## src/rtl/sramc_pkg.sv

```systemverilog
package sramc_pkg;

    // Speed-grade limits in ns
    localparam int unsigned LIM_ADDR_ACC = 55;
    localparam int unsigned LIM_OE_ACC   = 30;
    localparam int unsigned LIM_RD_CYC   = 55;
    localparam int unsigned LIM_WR_PULSE = 45;
    localparam int unsigned LIM_SEL_WR   = 50;
    localparam int unsigned LIM_DSETUP   = 25;
    localparam int unsigned LIM_WR_CYC   = 55;
    localparam int unsigned LIM_RELEASE  = 20;

    typedef enum logic [2:0] {
        ST_IDLE,
        ST_RD_ACCESS,
        ST_RD_CAPTURE,
        ST_WR_SETUP,
        ST_WR_PULSE,
        ST_WR_RELEASE,
        ST_TURNAROUND
    } ctl_state_e;

    typedef struct packed {
        logic sel_n;
        logic read_n;
        logic write_n;
        logic drive;
    } pin_ctl_t;

    localparam pin_ctl_t PINS_QUIET = '{sel_n: 1'b1, read_n: 1'b1, write_n: 1'b1, drive: 1'b0};

    function automatic int unsigned max2(input int unsigned a, input int unsigned b);
        return (a > b) ? a : b;
    endfunction

    // Cycles covering a limit, never fewer than one
    function automatic int unsigned phase_cycles(input int unsigned lim_ns, input int unsigned clk_ns);
        int unsigned c;
        c = (lim_ns + clk_ns - 1) / clk_ns;
        return (c == 0) ? 1 : c;
    endfunction

    function automatic int unsigned sub_floor1(input int unsigned a, input int unsigned b);
        return (a > b) ? (a - b) : 1;
    endfunction

    function automatic pin_ctl_t pins_for(input ctl_state_e st);
        pin_ctl_t p;
        p = PINS_QUIET;
        case (st)
            ST_RD_ACCESS: begin p.sel_n = 1'b0; p.read_n = 1'b0; end
            ST_WR_SETUP:  begin p.sel_n = 1'b0; p.drive = 1'b1; end
            ST_WR_PULSE:  begin p.sel_n = 1'b0; p.write_n = 1'b0; p.drive = 1'b1; end
            default:      p = PINS_QUIET;
        endcase
        return p;
    endfunction

endpackage

```

## src/rtl/sramc_phase_timer.sv

```systemverilog
module sramc_phase_timer #(
    parameter int unsigned CNT_W = 4
) (
    input  logic             clk,
    input  logic             rst,
    input  logic             load,
    input  logic [CNT_W-1:0] load_val,
    output logic             expired
);
    logic [CNT_W-1:0] cnt_q;

    always_ff @(posedge clk) begin
        if (rst)
            cnt_q <= '0;
        else if (load)
            cnt_q <= load_val;
        else if (cnt_q != '0)
            cnt_q <= cnt_q - 1'b1;
    end

    assign expired = (cnt_q == '0);
endmodule

```

## src/rtl/sramc_seq.sv

```systemverilog
module sramc_seq
    import sramc_pkg::*;
#(
    parameter int unsigned N_RD  = 6,
    parameter int unsigned N_WP  = 5,
    parameter int unsigned N_TA  = 2,
    parameter int unsigned CNT_W = 3
) (
    input  logic             clk,
    input  logic             rst,
    input  logic             req_valid,
    input  logic             req_write,
    input  logic             expired,
    output logic             req_ready,
    output logic             accept,
    output logic             capture,
    output logic             load,
    output logic [CNT_W-1:0] load_val,
    output pin_ctl_t         pins,
    output logic             rd_valid
);
    ctl_state_e state_q, state_d;
    logic       after_read_q;
    pin_ctl_t   pins_q;
    logic       rd_valid_q;

    assign req_ready = (state_q == ST_IDLE);
    assign accept    = req_ready && req_valid;
    assign capture   = (state_q == ST_RD_ACCESS) && expired;

    always_comb begin
        state_d = state_q;
        case (state_q)
            ST_IDLE: if (req_valid) begin
                if (!req_write)       state_d = ST_RD_ACCESS;
                else if (after_read_q) state_d = ST_TURNAROUND;
                else                  state_d = ST_WR_SETUP;
            end
            ST_RD_ACCESS:  if (expired) state_d = ST_RD_CAPTURE;
            ST_RD_CAPTURE: state_d = ST_IDLE;
            ST_TURNAROUND: if (expired) state_d = ST_WR_SETUP;
            ST_WR_SETUP:   state_d = ST_WR_PULSE;
            ST_WR_PULSE:   if (expired) state_d = ST_WR_RELEASE;
            ST_WR_RELEASE: state_d = ST_IDLE;
            default:       state_d = ST_IDLE;
        endcase
    end

    // Timer is loaded on entry to each counted phase
    always_comb begin
        load     = 1'b0;
        load_val = '0;
        if (state_d != state_q) begin
            case (state_d)
                ST_RD_ACCESS:  begin load = 1'b1; load_val = CNT_W'(N_RD - 1); end
                ST_WR_PULSE:   begin load = 1'b1; load_val = CNT_W'(N_WP - 1); end
                ST_TURNAROUND: begin load = 1'b1; load_val = CNT_W'(N_TA - 1); end
                default:       begin load = 1'b0; load_val = '0; end
            endcase
        end
    end

    always_ff @(posedge clk) begin
        if (rst) begin
            state_q      <= ST_IDLE;
            after_read_q <= 1'b0;
            pins_q       <= PINS_QUIET;
            rd_valid_q   <= 1'b0;
        end else begin
            state_q    <= state_d;
            pins_q     <= pins_for(state_d);
            rd_valid_q <= (state_d == ST_RD_CAPTURE);
            if (state_d == ST_RD_ACCESS)
                after_read_q <= 1'b1;
            else if (state_d == ST_WR_SETUP)
                after_read_q <= 1'b0;
        end
    end

    assign pins     = pins_q;
    assign rd_valid = rd_valid_q;
endmodule

```

## src/rtl/sramc_datapath.sv

```systemverilog
module sramc_datapath #(
    parameter int unsigned ADDR_W = 15,
    parameter int unsigned DATA_W = 8
) (
    input  logic              clk,
    input  logic              rst,
    input  logic              accept,
    input  logic              capture,
    input  logic [ADDR_W-1:0] req_addr,
    input  logic [DATA_W-1:0] req_wdata,
    input  logic [DATA_W-1:0] pad_in,
    output logic [ADDR_W-1:0] pad_addr,
    output logic [DATA_W-1:0] pad_out,
    output logic [DATA_W-1:0] rd_data
);
    logic [ADDR_W-1:0] addr_q;
    logic [DATA_W-1:0] wdata_q;
    logic [DATA_W-1:0] rdata_q;

    always_ff @(posedge clk) begin
        if (rst) begin
            addr_q  <= '0;
            wdata_q <= '0;
            rdata_q <= '0;
        end else begin
            if (accept) begin
                addr_q  <= req_addr;
                wdata_q <= req_wdata;
            end
            if (capture)
                rdata_q <= pad_in;
        end
    end

    assign pad_addr = addr_q;
    assign pad_out  = wdata_q;
    assign rd_data  = rdata_q;
endmodule

```

## src/rtl/sramc_top.sv

```systemverilog
module sramc_top
    import sramc_pkg::*;
#(
    parameter int unsigned ADDR_W   = 15,
    parameter int unsigned DATA_W   = 8,
    parameter int unsigned CLK_NS   = 10,
    parameter int unsigned T_AA_NS  = LIM_ADDR_ACC,
    parameter int unsigned T_OA_NS  = LIM_OE_ACC,
    parameter int unsigned T_RC_NS  = LIM_RD_CYC,
    parameter int unsigned T_WP_NS  = LIM_WR_PULSE,
    parameter int unsigned T_SW_NS  = LIM_SEL_WR,
    parameter int unsigned T_DS_NS  = LIM_DSETUP,
    parameter int unsigned T_WC_NS  = LIM_WR_CYC,
    parameter int unsigned T_REL_NS = LIM_RELEASE
) (
    input  logic              clk,
    input  logic              rst,
    input  logic              req_valid,
    output logic              req_ready,
    input  logic              req_write,
    input  logic [ADDR_W-1:0] req_addr,
    input  logic [DATA_W-1:0] req_wdata,
    output logic              rd_valid,
    output logic [DATA_W-1:0] rd_data,
    output logic [ADDR_W-1:0] sram_addr,
    output logic              sram_sel_n,
    output logic              sram_read_n,
    output logic              sram_write_n,
    output logic [DATA_W-1:0] sram_dout,
    output logic              sram_dout_en,
    input  logic [DATA_W-1:0] sram_din
);
    localparam int unsigned N_RD = max2(max2(phase_cycles(T_AA_NS, CLK_NS),
                                             phase_cycles(T_OA_NS, CLK_NS)),
                                        phase_cycles(T_RC_NS, CLK_NS));
    // Select is also low during the one setup cycle; release adds one more
    localparam int unsigned N_WP = max2(max2(phase_cycles(T_WP_NS, CLK_NS),
                                             phase_cycles(T_DS_NS, CLK_NS)),
                                        max2(sub_floor1(phase_cycles(T_SW_NS, CLK_NS), 1),
                                             sub_floor1(phase_cycles(T_WC_NS, CLK_NS), 2)));
    localparam int unsigned N_TA  = phase_cycles(T_REL_NS, CLK_NS);
    localparam int unsigned N_MAX = max2(max2(N_RD, N_WP), N_TA);
    localparam int unsigned CNT_W = (N_MAX < 2) ? 1 : $clog2(N_MAX);

    logic             accept, capture, load, expired;
    logic [CNT_W-1:0] load_val;
    pin_ctl_t         pins;

    sramc_phase_timer #(.CNT_W(CNT_W)) u_timer (
        .clk      (clk),
        .rst      (rst),
        .load     (load),
        .load_val (load_val),
        .expired  (expired)
    );

    sramc_seq #(.N_RD(N_RD), .N_WP(N_WP), .N_TA(N_TA), .CNT_W(CNT_W)) u_seq (
        .clk       (clk),
        .rst       (rst),
        .req_valid (req_valid),
        .req_write (req_write),
        .expired   (expired),
        .req_ready (req_ready),
        .accept    (accept),
        .capture   (capture),
        .load      (load),
        .load_val  (load_val),
        .pins      (pins),
        .rd_valid  (rd_valid)
    );

    sramc_datapath #(.ADDR_W(ADDR_W), .DATA_W(DATA_W)) u_dp (
        .clk       (clk),
        .rst       (rst),
        .accept    (accept),
        .capture   (capture),
        .req_addr  (req_addr),
        .req_wdata (req_wdata),
        .pad_in    (sram_din),
        .pad_addr  (sram_addr),
        .pad_out   (sram_dout),
        .rd_data   (rd_data)
    );

    assign sram_sel_n   = pins.sel_n;
    assign sram_read_n  = pins.read_n;
    assign sram_write_n = pins.write_n;
    assign sram_dout_en = pins.drive;
endmodule

```

## config.mk

```make
export PLATFORM = sky130hd
export DESIGN_NAME = sramc_top
export DESIGN_NICKNAME = d
export VERILOG_FILES = /design/src/rtl/sramc_pkg.sv /design/src/rtl/sramc_phase_timer.sv /design/src/rtl/sramc_seq.sv /design/src/rtl/sramc_datapath.sv /design/src/rtl/sramc_top.sv
export SDC_FILE = /design/constraint.sdc
export NUM_CORES = 1
export LEC_CHECK = 0
export BUFFER_PORTS_ARGS = -buffer_cell sky130_fd_sc_hd__clkbuf_2
export CORE_ASPECT_RATIO = 0.8
export CORE_MARGIN = 5
export CORE_UTILIZATION = 25
export CTS_CLUSTER_SIZE = 25
export DETAILED_ROUTE_END_ITERATION = 8
export GPL_TIMING_DRIVEN = 1
export PLACE_DENSITY = 0.53
export SLEW_MARGIN = 20
export SYNTH_ARGS = -nofsm -noshare
export SYNTH_HDL_FRONTEND = slang
export SYNTH_HIERARCHICAL = 1
export SYNTH_SLANG_ARGS = --single-unit
```

## constraint.sdc

```tcl
create_clock -name clk -period 3.73 [get_ports clk]
set_clock_uncertainty 0.15 [all_clocks]
set_input_delay 0.373 -clock clk [delete_from_list [all_inputs] [get_ports clk]]
set_output_delay 0.373 -clock clk [all_outputs]
set_load 0.005 [all_outputs]
```

==> flow_summary.yaml <==
floorplanning:
  core_area_mm2: 0.00732
  die_width_um: 107
  num_io_pins: 72
  die_area_mm2: 0.00930
  rows: 28
  initial_utilization_pct: 25.5
  fp.dieH_um: 87.3
grt:
  grt_max_degree: 43
  gr-total-overflow: 0
  grt_pass1_vias: 1464
  track_usage_pct: 9.11
  grt_pass1_wl_mm: 6.80
  antenna_found_initial: 0
yosys:
  synth_area_mm2: 0.00187
  synth_seq_cells: 43
  yosys-top-cells-count: "43 x dfxtp_1, 36 x nor2_1, 31 x mux2i_1"
  synth_flop_cell: "dfxtp_1"
  yosys.area.top_type: "dfxtp_1"
  syn_inst: 187
  synthDominantCellAreaShare_pct: 46.1
  synth.most_common_cell: "dfxtp_1"
  ys_seq_area_share_pct: 46.1
  synthArstFlopShare_pct: 0
  syn_nets: 224
  yosysWarnings: 6
  synth_edf_count: 0
  ys_types: 41
  synth_area_leaders: "dfxtp_1 46%, mux2i_1 17%, nor2_1 7.2%"
  syn_area_per_cell_um2: 9.98
finish:
  fin_util_pct: 32.3
  nets: 292
  fillerInstances: 784
  num_antenna_cells: 0
  instances_no_fill: 346
  design_area_mm2: 0.00236
  drive_gt1_share_pct: 34.0
  syn_to_final_growth_pct: 26.8
clock_network:
  cts_tree: "yes"
  cts_buffers: 5
  post-cts-setup-buffer-count: 0
  h-tree-depth: 2
  ctsHoldBuffers: 0
  ctsRootBufferMaster: "clkbuf_8"
  insertion_delay_ns: 0.29
  clock_sinks: 43
  clockBufferDepth: 2
  cts-resized-gates: 0
  clk_pin_slew_worst_paths_ns: 0.08
drt:
  firstDrtPassIters: 4
  wirelength_mm: 4.14
  drc_errors: 0
  drt.antenna.violating_nets: 0
  routedWlPerCell_um: 12.0
  vias_per_cell: 4.36
  drt_iter0_markers: 58
  vias: 1507
setup_path:
  critPathCaptureType: "flip-flop"
  worstSetupPathType: "reg -> reg"
  cp_common_cell: "inv_1"
  crit_slowest_cell: "and4bb_2"
  cp_slowest_stage_delay_ns: 0.38
  ff2ff_setup_slack_ns: 1.34
  critical_path_required_ns: 3.78
  critPathLaunchType: "flip-flop"
  r2r_end: "u_timer/cnt_q[2]$_SDFFE_PP0P_"
  rr_startpoint: "u_timer/cnt_q[0]$_SDFFE_PP0P_"
  ff2ff_path_depth: 10
  worstPathCellList: "inv_1 -> ha_1 -> nand2b_1 -> inv_1 -> and4bb_2 -> a211o_1 -> a21o_1 -> a2bb2oi_1 -> nor2b_1 -> a311oi_2"
  cp_data_arrival_time_ns: 2.44
  crit_fanout: 10
power_and_ir_drop:
  p_per_area_mw_per_mm2: 620
  p_clk_share_pct: 25.5
  p_sw_uw: 463
  p_seq_share_pct: 40.9
  intPower_uw: 1000
  pwr-share-comb_pct: 33.6
  vdd_ir_drop_max_mv: 0.188
  switching_share_pct: 31.6
  power.leakage_uw: 0.00110
sta:
  finalSetupViolations: 0
  slew-limit-headroom_pct: 42.8
  worstMarginPinSlew_ns: 0.859
  hold_violations: 0
  fin_crit_sh_pct: 64.1
  timing.fmax_mhz: 418
  hold_slack_ns: 0.166
  rsz0062_at_grt: "no"
  finalSetupTns_ns: 0
  report.final.slew_viol_count: 0
  post-route-min-period_ns: 2.39
outcome:
  status: "finished clean"
worst_hold_path:
  hold_end: "u_dp/pad_addr[0]$_SDFFE_PP0P_"
  hold_class: "in -> reg"
  hp-start: "req_addr[0]"
  hold_depth: 3
placement:
  place_congestion: 0.755
  port_buffers: 71
  dp_hpwl_mm: 2.98
  numPlacedInstances: 338
  placed_cell_area_mm2: 0.00225
job:
  max-cap-violations: 0
-- final cells by class --
| class | count | area, um2 | area share [%] |
|---|---|---|---|
| inverter | 7 | 26.3 | 1.11 |
| clock buffer | 6 | 82.6 | 3.49 |
| clock inverter | 2 | 35.0 | 1.48 |
| timing repair buffer | 72 | 363 | 15.3 |
| sequential | 43 | 861 | 36.4 |
| tap | 90 | 113 | 4.76 |
| multi-input combinational | 126 | 885 | 37.4 |
-- cells in the final DEF, fill, tap and decap left out, types with 2 or more instances in the layout --
cell type | synthesis | layout
nor2b_1 | 7 | 7
nand2_1 | 4 | 4
ha_1 | 2 | 2
inv_1 | 7 | 7
mux2i_1 | 31 | 31
nand3_1 | 4 | 4
nor2_1 | 36 | 35
or2_1 | 2 | 2
nor4b_1 | 3 | 3
a2111oi_1 | 2 | 2
nor3_1 | 2 | 2
a21oi_1 | 2 | 2
dfxtp_1 | 43 | 43
clkbuf_8 | 0 | 6
a31oi_1 | 3 | 3
nand2b_1 | 5 | 5
and4bb_2 | 2 | 2
clkbuf_2 | 0 | 71
and2_1 | 2 | 2
-- state kept, by name (all words and copies together), names as in the netlist --
signal,cells
u_timer/cnt_q,3
u_dp/pad_addr,15
u_seq/state_q,3
u_dp/rd_data,8
u_seq/after_read_q,1
u_seq/rd_valid,1
u_dp/pad_out,8
u_seq/pins,4
-- routing by layer --
| layer | wire (um) | up-vias | GRT usage (%) |
|---|---|---|---|
| met5 | 0 | - | 0 |
| met4 | 54 | 0 | 3.48 |
| met3 | 248 | 4 | 3.04 |
| met2 | 1890 | 44 | 15.2 |
| met1 | 1950 | 688 | 10.9 |
| li1 | - | 771 | - |
-- critical path: cells and delay by family (launching register included) --
| kind | cells | cell delay (ns) |
|---|---|---|
| buf+inv | 2 | 0.19 |
| flops | 1 | 0.34 |
| simple gates | 3 | 0.57 |
| fa+ha+maj | 1 | 0.23 |
| compound gates | 4 | 0.81 |
-- worst max path at each step --
stage / cells after the start / start / end
detailed placement: 10 / u_timer/cnt_q[0]$_SDFFE_PP0P_ / u_timer/cnt_q[2]$_SDFFE_PP0P_
CTS: 10 / u_timer/cnt_q[0]$_SDFFE_PP0P_ / u_timer/cnt_q[2]$_SDFFE_PP0P_
finish: 10 / u_timer/cnt_q[0]$_SDFFE_PP0P_ / u_timer/cnt_q[2]$_SDFFE_PP0P_
global route: 10 / u_timer/cnt_q[0]$_SDFFE_PP0P_ / u_timer/cnt_q[2]$_SDFFE_PP0P_
global placement: 10 / u_timer/cnt_q[0]$_SDFFE_PP0P_ / u_timer/cnt_q[2]$_SDFFE_PP0P_
floorplan: 10 / u_timer/cnt_q[0]$_SDFFE_PP0P_ / u_timer/cnt_q[2]$_SDFFE_PP0P_
-- per-stage QoR --
step,setup slack (ns),total power (uW)
6_report,1.34,1470
5_1_grt,1.19,1580
4_1_cts,1.33,1510
3_5_place_dp,1.34,1110
3_3_place_gp,1.39,1110
2_1_floorplan,1.66,992
-- cells by family after synthesis --
group	count (synthesis)	share of synthesized area (%)
buffers and inverters	18	6.57
AND/OR/NAND/NOR	72	20.1
flip-flops	43	46.1
AO/OA/AOI/OAI	20	8.99
adder cells (fa/ha/maj)	2	1.34
multiplexers	31	16.6
other	1	0.201
-- power by group through the flow --
| stage | Sequential [uW] | Clock [uW] | Combinational (uW) |
|---|---|---|---|
| 2_1_floorplan | 596 | 0 | 395 |
| 3_3_place_gp | 610 | 0 | 497 |
| 3_5_place_dp | 610 | 0 | 502 |
| 4_1_cts | 601 | 400 | 504 |
| 5_1_grt | 614 | 416 | 553 |
| 6_report | 600 | 374 | 492 |
Power figures use the tool's default switching activity.
